### src/rtl/ls_ea_pkg.sv
package ls_ea_pkg;
  localparam int OPC_BITS = 5;

  localparam logic [OPC_BITS-1:0] OPC_LOAD      = 5'd1;
  localparam logic [OPC_BITS-1:0] OPC_LOAD_REL  = 5'd2;
  localparam logic [OPC_BITS-1:0] OPC_STORE     = 5'd3;
  localparam logic [OPC_BITS-1:0] OPC_ADDR      = 5'd5;
  localparam logic [OPC_BITS-1:0] OPC_ADDR_REL  = 5'd6;

  typedef enum logic [1:0] {
    ACC_NONE  = 2'd0,
    ACC_READ  = 2'd1,
    ACC_WRITE = 2'd2,
    ACC_ADDR  = 2'd3
  } acc_kind_e;
endpackage

### src/rtl/ls_field_decode.sv
module ls_field_decode
  import ls_ea_pkg::*;
#(
  parameter int DATA_W = 32,
  parameter int REG_W  = 5,
  parameter int DISP_W = 17,
  parameter int REL_W  = 22
) (
  input  logic [DATA_W-1:0]   insn,
  input  logic [DATA_W-1:0]   pc,
  input  logic [DATA_W-1:0]   rb_val,
  output logic [OPC_BITS-1:0] opc,
  output logic [REG_W-1:0]    ra_f,
  output logic [REG_W-1:0]    rb_f,
  output acc_kind_e           kind,
  output logic [DATA_W-1:0]   base,
  output logic [DATA_W-1:0]   offset
);
  localparam int RA_TOP = DATA_W - OPC_BITS - 1;
  localparam int RB_TOP = RA_TOP - REG_W;

  logic [DATA_W-1:0] disp_x;
  logic [DATA_W-1:0] rel_x;
  logic [DATA_W-1:0] reg_base;

  assign opc  = insn[DATA_W-1 -: OPC_BITS];
  assign ra_f = insn[RA_TOP -: REG_W];
  assign rb_f = insn[RB_TOP -: REG_W];

  assign disp_x   = {{(DATA_W-DISP_W){insn[DISP_W-1]}}, insn[DISP_W-1:0]};
  assign rel_x    = {{(DATA_W-REL_W){insn[REL_W-1]}}, insn[REL_W-1:0]};
  assign reg_base = (rb_f == '0) ? '0 : rb_val;

  always_comb begin
    kind   = ACC_NONE;
    base   = '0;
    offset = '0;
    case (opc)
      OPC_LOAD:     begin kind = ACC_READ;  base = reg_base; offset = disp_x; end
      OPC_STORE:    begin kind = ACC_WRITE; base = reg_base; offset = disp_x; end
      OPC_ADDR:     begin kind = ACC_ADDR;  base = reg_base; offset = disp_x; end
      OPC_LOAD_REL: begin kind = ACC_READ;  base = pc;       offset = rel_x;  end
      OPC_ADDR_REL: begin kind = ACC_ADDR;  base = pc;       offset = rel_x;  end
      default:      begin kind = ACC_NONE;  base = '0;       offset = '0;     end
    endcase
  end
endmodule

### src/rtl/ls_addr_adder.sv
module ls_addr_adder #(
  parameter int DATA_W = 32
) (
  input  logic [DATA_W-1:0] base,
  input  logic [DATA_W-1:0] offset,
  output logic [DATA_W-1:0] sum
);
  // Carry out is dropped on purpose: addresses wrap modulo 2^DATA_W.
  assign sum = base + offset;
endmodule

### src/rtl/ls_addr_unit.sv
module ls_addr_unit
  import ls_ea_pkg::*;
#(
  parameter int DATA_W = 32,
  parameter int REG_W  = 5,
  parameter int DISP_W = 17,
  parameter int REL_W  = 22
) (
  input  logic              clk,
  input  logic              rst,
  input  logic              insn_valid,
  input  logic [DATA_W-1:0] insn,
  input  logic [DATA_W-1:0] pc,
  input  logic [DATA_W-1:0] rb_val,
  output logic [REG_W-1:0]  rb_sel,
  output logic [DATA_W-1:0] ea,
  output logic              rd_stb,
  output logic              wr_stb,
  output logic              addr_only,
  output logic [REG_W-1:0]  dst_idx
);
  logic [OPC_BITS-1:0] opc;
  logic [REG_W-1:0]    ra_f;
  logic [REG_W-1:0]    rb_f;
  acc_kind_e           kind;
  logic [DATA_W-1:0]   base;
  logic [DATA_W-1:0]   offset;
  logic [DATA_W-1:0]   sum;

  ls_field_decode #(
    .DATA_W(DATA_W), .REG_W(REG_W), .DISP_W(DISP_W), .REL_W(REL_W)
  ) u_dec (
    .insn(insn), .pc(pc), .rb_val(rb_val),
    .opc(opc), .ra_f(ra_f), .rb_f(rb_f),
    .kind(kind), .base(base), .offset(offset)
  );

  ls_addr_adder #(.DATA_W(DATA_W)) u_add (
    .base(base), .offset(offset), .sum(sum)
  );

  assign rb_sel = rb_f;

  always_ff @(posedge clk) begin
    if (rst) begin
      ea        <= '0;
      rd_stb    <= 1'b0;
      wr_stb    <= 1'b0;
      addr_only <= 1'b0;
      dst_idx   <= '0;
    end else begin
      ea        <= sum;
      rd_stb    <= insn_valid && (kind == ACC_READ);
      wr_stb    <= insn_valid && (kind == ACC_WRITE);
      addr_only <= insn_valid && (kind == ACC_ADDR);
      dst_idx   <= ra_f;
    end
  end

  assert_one_action_R9: assert property (@(posedge clk) disable iff (rst)
    $onehot0({rd_stb, wr_stb, addr_only}));

  assert_read_origin_R2: assert property (@(posedge clk) disable iff (rst)
    rd_stb |-> ($past(insn_valid) &&
               ($past(opc) == OPC_LOAD || $past(opc) == OPC_LOAD_REL)));

  assert_write_origin_R4: assert property (@(posedge clk) disable iff (rst)
    wr_stb |-> ($past(insn_valid) && $past(opc) == OPC_STORE));

  assert_addr_origin_R5: assert property (@(posedge clk) disable iff (rst)
    addr_only |-> ($past(insn_valid) &&
                  ($past(opc) == OPC_ADDR || $past(opc) == OPC_ADDR_REL)));

  assert_absolute_R3: assert property (@(posedge clk) disable iff (rst)
    (insn_valid && opc == OPC_LOAD && insn[DATA_W-OPC_BITS-REG_W-1 -: REG_W] == '0)
    |=> ea == $past({{(DATA_W-DISP_W){insn[DISP_W-1]}}, insn[DISP_W-1:0]}));

  assert_pc_relative_R6: assert property (@(posedge clk) disable iff (rst)
    (insn_valid && opc == OPC_LOAD_REL)
    |=> ea == $past(pc) + $past({{(DATA_W-REL_W){insn[REL_W-1]}}, insn[REL_W-1:0]}));
endmodule

### config.mk
export PLATFORM = sky130hd
export DESIGN_NAME = ls_addr_unit
export DESIGN_NICKNAME = d
export VERILOG_FILES = /design/src/rtl/ls_ea_pkg.sv /design/src/rtl/ls_field_decode.sv /design/src/rtl/ls_addr_adder.sv /design/src/rtl/ls_addr_unit.sv
export SDC_FILE = /design/constraint.sdc
export NUM_CORES = 1
export LEC_CHECK = 0
export ABC_AREA = 1
export BUFFER_PORTS_ARGS = -buffer_cell sky130_fd_sc_hd__buf_2
export CAP_MARGIN = 20
export CORE_ASPECT_RATIO = 0.8
export CORE_MARGIN = 5
export CORE_UTILIZATION = 48
export CTS_BUF_LIST = sky130_fd_sc_hd__clkbuf_16
export CTS_CLUSTER_SIZE = 30
export DETAILED_ROUTE_END_ITERATION = 12
export GPL_ROUTABILITY_DRIVEN = 0
export PLACE_DENSITY = 0.79
export SLEW_MARGIN = 5
export SYNTH_ARGS = -nofsm -noshare
export SYNTH_HDL_FRONTEND = slang
export SYNTH_HIERARCHICAL = 1
export SYNTH_SLANG_ARGS = --single-unit
### constraint.sdc
create_clock -name clk -period 2.2 [get_ports clk]
set_input_delay 0 -clock clk [delete_from_list [all_inputs] [get_ports clk]]
set_output_delay 0 -clock clk [all_outputs]
set_load 0.005 [all_outputs]
==> results.sh, run 1 <==
export IMPL_antenna_found_initial=0
export IMPL_track_usage_pct=24.0
export IMPL_fin_crit_sh_pct=93.4
export IMPL_drive_above_1_share_pct=28.5
export IMPL_core_mm2=0.00904
export IMPL_fmax_mhz=487
export IMPL_worstPathCellList="buf_2 -> inv_1 -> a21oi_2 -> nand2_2 -> buf_12 -> buf_4 -> a21boi_0 -> ha_1 -> nand2_1 -> inv_1 -> nand2_1 -> nand2_1 -> nand2_1 -> nand3_1 -> nand2_1 -> nand3_1 -> nand2_1 -> nand2_1 -> inv_1 -> nor2_1"
export IMPL_tightest_slew_ns=0.704
export IMPL_htreeDepth=2
export IMPL_grt_pass1_vias=4999
export IMPL_dpl_cell_area_mm2=0.00562
export IMPL_dieArea_mm2=0.0113
export IMPL_firstDrtPassIters=5
export IMPL_finalHoldViolations=0
export IMPL_die_h_um=96.1
export IMPL_end_kind="flip-flop"
export IMPL_slowest_delay_ns=0.31
export IMPL_hold_class="in2reg"
export IMPL_place_hpwl_um=11200
export IMPL_slew_viol_final=0
export IMPL_grt_pass1_wl_um=22700
export IMPL_crit_type="in2reg"
export IMPL_cts_path_max_buffers=2
export IMPL_syn_to_final_growth_pct=35.0
export IMPL_drt_total_wl_um=13800
export IMPL_ios=144
export IMPL_period_minus_slack_ns=2.05
export IMPL_p_per_area_mw_per_mm2=369
export IMPL_fillers=827
export IMPL_drv_cap=0
export IMPL_vias_per_cell=4.75
export IMPL_synthesis_yosys_warnings=6
export IMPL_synthesis_area_mm2=0.00445
export IMPL_holdWs_ns=0.183
export IMPL_syn_nets=932
export IMPL_wire_per_inst_um=12.3
export IMPL_cts_tree="done"
export IMPL_nets=1129
export IMPL_antenna_left=0
export IMPL_power_total_w=0.00222
export IMPL_drc_errors=0
export IMPL_clk_pin_slew_ns=0.07
export IMPL_peakVddDrop_uv=287
export IMPL_post_place_ws_ns=-0.208
export IMPL_crit_top_cell="nand2_1"
export IMPL_port_buffer_count=143
export IMPL_crit_arrival_ns=2.20
export IMPL_final_util_pct=66.5
export IMPL_worst_path_max_delay_cell="ha_1"
export IMPL_cp_num_buf_inv=6
export IMPL_clkSinkCount=40
export IMPL_slew_limit_headroom_pct=53.0
export IMPL_setup_violations=0
export IMPL_grt_overflow_total=0
export IMPL_die_w_um=118
export IMPL_crit_family="simple AND/OR/NAND/NOR gates"
export IMPL_antenna_cells=0
export IMPL_path_max_fanout=20
export IMPL_grt_start_max_net_pins=39
export IMPL_outcome="completed"
export IMPL_stdcell_area_mm2=0.00601
export IMPL_crit_required_ns=2.35
export IMPL_cts_root_buf="clkbuf_16"
export IMPL_num_rows=31
export IMPL_path_depth=20
export IMPL_vias=5292
export IMPL_start_util_pct=49.3
export IMPL_avgSynthCellArea_um2=5.56
export IMPL_critPathCapture="ea[25]"
export IMPL_drt_iter0_drc=442
export IMPL_critPathLaunchType="primary input"
export IMPL_syn_inst=801
export IMPL_rsz0062_at_grt="true"
export IMPL_fin_ws_ns=0.146
export IMPL_cts_made_buffers=5
export IMPL_critical_path_startpoint="insn[27]"
export IMPL_p_leak_nw=3.79
-- area by class of cell --
class	count	area [um^2]	area share, %
flip-flops and latches	40	801	13.3
inverters	159	604	10.1
clock inverters	3	46.3	0.771
well taps	115	144	2.39
repair buffers	225	1410	23.4
clock buffers	5	125	2.08
multi-input cells	566	2870	47.8
repair inverters	1	6.26	0.104
-- layout by cell type, fill, tap and decap left out, types with 5 or more instances in the layout --
cell           instances
buf_2                143
dlygate4sd3_1          6
nor2_1                79
o21ai_1               14
nand2_2               19
buf_12                 5
buf_4                 71
clkbuf_16              5
inv_1                154
xor2_1                14
ha_1                  26
dfxtp_1               40
o21ai_0               18
a21boi_1              10
nor2_2                 5
a21oi_2               10
nand2_1              298
nand4_1                5
nand3_1               27
a21oi_1               11
-- flip-flops by register name, summed over array words and instances, names as in the netlist --
name and count:
ea 32, dst_idx 5, addr_only 1, rd_stb 1, wr_stb 1
-- routing by layer --
metal | part of all wire, % | global-route usage, % | vias to the layer above
li1 | - | - | 2771
met1 | 46 | 33.2 | 2253
met2 | 43 | 39.3 | 247
met3 | 9.8 | 4.94 | 21
met4 | 1.4 | 4.49 | 0
met5 | 0 | 0 | -
-- how the worst min path moves through the flow --
stage                  start         to  slack (ns)  depth (start not counted)
finish                 pc[0]      ea[0]        0.18                          6
global route        insn[21]  rb_sel[4]        0.21                          2
CTS                    pc[0]      ea[0]        0.17                          6
detailed placement  insn[21]  rb_sel[4]        0.18                          2
global placement    insn[21]  rb_sel[4]        0.18                          2
floorplan           insn[17]  rb_sel[0]        0.08                          1
-- repair_timing --
item	in CTS	in global routing
hold endpoints to repair	8	0
setup endpoints to repair	0	16
gates resized for setup	0	34
hold buffers	6	0
buffers inserted	0	5
-- tightest hold or removal path, stage by stage --
cell	delay, ns
buf_2	0.07
nand2_1	0.04
o21ai_0	0.08
ha_1	0.13
inv_1	0.03
nor2_1	0.09
-- power by group --
group,internal (W),leakage [nW],switching (W),total (W)
registers,0.000758,0.327,0.00000741,0.000765
clock network,0.000540,0.0804,0.000337,0.000877
logic,0.000285,3.39,0.000288,0.000573
-- per-stage QoR --
stage | TNS, ns | instances
floorplan | 0 | 801
global route | -0.197 | 1114
finish | 0 | 1114
detailed placement | -1.77 | 1094
global placement | -1.16 | 1094
CTS | 0 | 1108
Power figures use the tool's default switching activity.
==> run 2, diff against run 1 <==
Settings changed: SETUP_SLACK_MARGIN set to 0.15.
==> run 2 against run 1 <==
Effect of this change: clock power decreased by 2%; die area unchanged; final area increased by 16%; critical path depth decreased by 2.
==> results.sh, run 2 (synthesis gave the netlist of run 1 again) <==
export IMPL_drt_total_wl_um=16900
export IMPL_end_kind="flip-flop"
export IMPL_nets=1148
export IMPL_cts_tree="done"
export IMPL_crit_family="simple AND/OR/NAND/NOR gates"
export IMPL_numPlacedInstances=1094
export IMPL_core_mm2=0.00904
export IMPL_tns_ns=0
export IMPL_grt_overflow_total=0
export IMPL_path_max_fanout=13
export IMPL_die_w_um=118
export IMPL_grt_start_max_net_pins=39
export IMPL_cts_root_buf="clkbuf_16"
export IMPL_drv_cap=0
export IMPL_drive_above_1_share_pct=41.7
export IMPL_place_hpwl_um=10900
export IMPL_crit_arrival_ns=2.28
export IMPL_antenna_found_initial=0
export IMPL_final_cell_mix="nand2_1 (267), inv_1 (146), buf_2 (141)"
export IMPL_outcome="completed"
export IMPL_cts_path_max_buffers=2
export IMPL_dieArea_mm2=0.0113
export IMPL_slew_limit_headroom_pct=53.6
export IMPL_post_place_ws_ns=-0.164
export IMPL_fmax_mhz=467
export IMPL_ios=144
export IMPL_largest_reg_flops=32
export IMPL_power_total_w=0.00237
export IMPL_wire_per_inst_um=14.9
export IMPL_fin_crit_sh_pct=97.2
export IMPL_tightest_slew_ns=0.696
export IMPL_syn_to_final_growth_pct=56.5
export IMPL_fin_ws_ns=0.0608
export IMPL_antenna_left=0
export IMPL_grt_pass1_vias=4865
export IMPL_grt_pass1_wl_um=21500
export IMPL_worst_path_max_delay_cell="o21ai_1"
export IMPL_crit_top_cell="nand2_1"
export IMPL_antenna_cells=0
export IMPL_ff_latch_area_um2=801
export IMPL_p_per_area_mw_per_mm2=340
export IMPL_track_usage_pct=22.7
export IMPL_final_cell_count_no_fill=1133
export IMPL_peakVddDrop_uv=336
export IMPL_vias_per_cell=5.15
export IMPL_firstDrtPassIters=7
export IMPL_drc_errors=0
export IMPL_drt_iter0_drc=627
export IMPL_fillers=590
export IMPL_worstPathCellList="buf_4 -> a21oi_4 -> nand2_4 -> clkbuf_16 -> o21ai_1 -> ha_4 -> nand2_1 -> nand2_1 -> nand2_1 -> nand2_1 -> inv_1 -> nand3_2 -> nand3_1 -> nand2_1 -> nand2_1 -> nand2_1 -> inv_1 -> nor2_1"
export IMPL_crit_required_ns=2.34
export IMPL_period_minus_slack_ns=2.14
export IMPL_vias=5837
export IMPL_htreeDepth=2
export IMPL_num_rows=31
export IMPL_slowest_delay_ns=0.31
export IMPL_slew_viol_final=0
export IMPL_finalHoldViolations=0
export IMPL_final_common_cell="nand2_1"
export IMPL_hold_class="in2reg"
export IMPL_start_util_pct=49.3
export IMPL_crit_type="in2reg"
export IMPL_clkSinkCount=40
export IMPL_cts_made_buffers=5
export IMPL_clk_pin_slew_ns=0.08
export IMPL_port_buffer_count=143
export IMPL_reg_largest_list="ea x32, dst_idx x5"
export IMPL_critPathLaunchType="primary input"
export IMPL_largest_register="ea"
export IMPL_rsz0062_at_grt="true"
export IMPL_multi_input_area_mm2=0.00353
export IMPL_die_h_um=96.1
export IMPL_setup_violations=0
export IMPL_p_leak_nw=4.02
export IMPL_cp_num_buf_inv=4
-- run 2: cell count changes in the layout (fill, tap and decap cells not counted), sizes merged --
cell and change:
buf +15, clkbuf +5, inv -3, clkinv +2
-- run 2: path summary, 6_finish.rpt --
path                     start  slack [ns]  endpoint  cells after the start
worst min-delay path  insn[27]        0.19    wr_stb                      6
worst max-delay path  insn[28]        0.06    ea[17]                     18
-- run 2: layout make-up --
type | instances | area share, %
Clock buffer | 5 | 1.80
Multi-Input combinational cell | 566 | 50.7
Inverter | 159 | 8.82
Sequential cell | 40 | 11.5
Timing Repair Buffer | 245 | 24.5
Tap cell | 115 | 2.07
Clock inverter | 3 | 0.664
-- run 2: power by group --
| part | switching, W | internal (W) |
|---|---|---|
| Clock | 0.000321 | 0.000539 |
| Combinational | 0.000375 | 0.000372 |
| Sequential | 0.00000730 | 0.000758 |
-- run 2: through the flow --
step | instance area (um^2) | hold slack (ns) | utilization (%)
after floorplan | 4460 | 0.0808 | -
after CTS | 5880 | 0.158 | 65.1
final | 6970 | 0.190 | 77.1
after global routing | 6970 | 0.210 | 77.1
after global placement | 5640 | 0.199 | 62.4
after detailed placement | 5640 | 0.206 | 62.4
-- run 2: layer usage --
| metal | vias up | part of all wire [%] | track usage (%) |
|---|---|---|---|
| li1 | 2810 | - | - |
| met1 | 2559 | 41 | 31.2 |
| met2 | 397 | 45 | 36.4 |
| met3 | 71 | 9.8 | 4.64 |
| met4 | 0 | 3.9 | 6.40 |
| met5 | - | 0 | 0 |
-- run 2: what timing repair did --
action                                 CTS  global route
gates cloned                             0             6
gates resized for setup                  1           215
setup endpoints to repair                2            27
endpoints found under the hold margin    8             0
setup buffers                            0            19
pin swaps                                0            56
hold buffers                             6             0
==> run 3, diff against run 2 <==
Settings changed: BUFFER_PORTS_ARGS -buffer_cell sky130_fd_sc_hd__buf_2 to -buffer_cell sky130_fd_sc_hd__buf_4.
==> run 3 against run 2 <==
Effect of this change: core utilization fell by 1.8 points; largest cell class unchanged; critical path type unchanged; via count fell by 6.3%; final cell count is 0.62% lower; wire length fell by 10%.
==> results.sh, run 3 (synthesis gave the netlist of run 1 again) <==
export IMPL_outcome="completed"
export IMPL_die_w_um=118
export IMPL_period_minus_slack_ns=2.00
export IMPL_worst_path_max_delay_cell="o21ai_0"
export IMPL_switching_share_pct=28.2
export IMPL_final_common_cell="nand2_1"
export IMPL_setup_violations=0
export IMPL_cts_path_max_buffers=2
export IMPL_antenna_left=0
export IMPL_final_util_pct=75.3
export IMPL_p_per_area_mw_per_mm2=347
export IMPL_finalHoldViolations=0
export IMPL_drt_total_wl_um=15100
export IMPL_start_util_pct=49.3
export IMPL_cts_made_buffers=5
export IMPL_drive_above_1_share_pct=34.1
export IMPL_largest_register="ea"
export IMPL_reg_largest_list="ea x32, dst_idx x5"
export IMPL_slew_viol_final=0
export IMPL_drt_iter0_drc=440
export IMPL_largest_reg_flops=32
export IMPL_drv_cap=0
export IMPL_internal_power_w=0.00169
export IMPL_crit_required_ns=2.36
export IMPL_stdcell_area_mm2=0.00680
export IMPL_htreeDepth=2
export IMPL_core_mm2=0.00904
export IMPL_track_usage_pct=23.5
export IMPL_crit_type="in2reg"
export IMPL_syn_to_final_growth_pct=52.8
export IMPL_p_leak_nw=3.97
export IMPL_clkSinkCount=40
export IMPL_port_buffer_count=143
export IMPL_vias_per_cell=4.86
export IMPL_worstPathCellList="buf_4 -> inv_1 -> nand2_1 -> inv_2 -> nand2_2 -> buf_6 -> o21ai_0 -> ha_4 -> nand2_1 -> inv_1 -> nand2_1 -> nand2_1 -> a21oi_1 -> nand2_2 -> nand2_2 -> nand2_1 -> nand2_1 -> nand2_1 -> inv_1 -> nor2_1"
export IMPL_sequentialPowerShare_pct=32.6
export IMPL_grt_pass1_vias=4873
export IMPL_place_hpwl_um=11300
export IMPL_drc_errors=0
export IMPL_path_max_fanout=14
export IMPL_critPathLaunchType="primary input"
export IMPL_dieArea_mm2=0.0113
export IMPL_ios=144
export IMPL_vias=5470
export IMPL_power_net_switching_w=0.000664
export IMPL_hold_class="in2reg"
export IMPL_die_h_um=96.1
export IMPL_cts_root_buf="clkbuf_16"
export IMPL_slew_limit_headroom_pct=71.2
export IMPL_antenna_found_initial=0
export IMPL_cts_tree="done"
export IMPL_final_cell_mix="nand2_1 (286), buf_4 (222), inv_1 (153)"
export IMPL_grt_pass1_wl_um=22000
export IMPL_tns_ns=0
export IMPL_clk_pin_slew_ns=0.07
export IMPL_fmax_mhz=499
export IMPL_dpl_cell_area_mm2=0.00601
export IMPL_firstDrtPassIters=5
export IMPL_fillers=695
export IMPL_crit_arrival_ns=2.17
export IMPL_wire_per_inst_um=13.4
export IMPL_rsz0062_at_grt="true"
export IMPL_grt_start_max_net_pins=39
export IMPL_num_rows=31
export IMPL_nets=1141
export IMPL_tightest_slew_ns=0.428
export IMPL_combPwrFrac_pct=30.4
export IMPL_fin_crit_sh_pct=91.1
export IMPL_crit_top_cell="nand2_1"
export IMPL_peakVddDrop_uv=289
export IMPL_slowest_delay_ns=0.38
export IMPL_antenna_cells=0
export IMPL_grt_overflow_total=0
export IMPL_p_clk_share_pct=37.0
export IMPL_end_kind="flip-flop"
[run 3: changes by cell type in the layout (fill, tap and decap cells not counted), sizes merged]
cell	change
clkbuf	-4
buf	-3
clkinv	-2
inv	+2
[run 3: per-layer routing]
metal / share of wire, % / global-route usage, % / wire, um / up-vias
met3: 11 / 6.23 / 1660 / 26
met1: 43 / 31.5 / 6460 / 2345
met4: 1.8 / 5.16 / 278 / 0
met2: 44 / 38.2 / 6730 / 315
li1: - / - / - / 2784
met5: 0 / 0 / 0 / -
[run 3: final timing paths]
kind	slack [ns]	start	depth (start not counted)	end
worst max-delay path	0.20	insn[30]	20	ea[31]
worst min-delay path	0.14	rst	2	ea[1]
[run 3: power groups by stage]
stage                     registers, W  logic [W]  clock network, W
after floorplan               0.000788   0.000277                 0
final                         0.000768   0.000718          0.000871
after detailed placement      0.000785   0.000603                 0
after global routing          0.000771   0.000777          0.000913
after global placement        0.000784   0.000595                 0
after CTS                     0.000769   0.000614          0.000877
[run 3: final cells by class]
| type | instances | area (um^2) | share of cell area, % |
|---|---|---|---|
| clock buffer | 5 | 125 | 1.84 |
| clock inverter | 3 | 46.3 | 0.681 |
| inverter | 159 | 602 | 8.85 |
| multi-input combinational | 566 | 3190 | 46.9 |
| sequential | 40 | 801 | 11.8 |
| tap | 115 | 144 | 2.12 |
| timing repair buffer | 238 | 1890 | 27.8 |
[run 3: repair_timing]
action,4_1_cts,5_1_grt
endpoints found under the setup margin,0,23
endpoints found under the hold margin,7,0
gates resized for setup,0,110
buffers inserted,0,13
hold buffers,6,0
[run 3: metrics by stage]
stage / worst slack, ns / std cells / hold WS [ns] / total power (W)
floorplan: 0.204 / 801 / 0.0808 / 0.00107
global placement: -0.0104 / 1098 / 0.200 / 0.00138
detailed placement: -0.0989 / 1098 / 0.199 / 0.00139
CTS: 0.202 / 1112 / 0.132 / 0.00226
global route: 0.0340 / 1126 / 0.145 / 0.00246
finish: 0.196 / 1126 / 0.135 / 0.00236
[run 3: worst max-delay path: cells and delay by family]
family / cells / cell delay, ns
fa+ha+maj: 1 / 0.29
compound gates: 2 / 0.55
simple gates: 11 / 0.79
buf+inv: 6 / 0.53
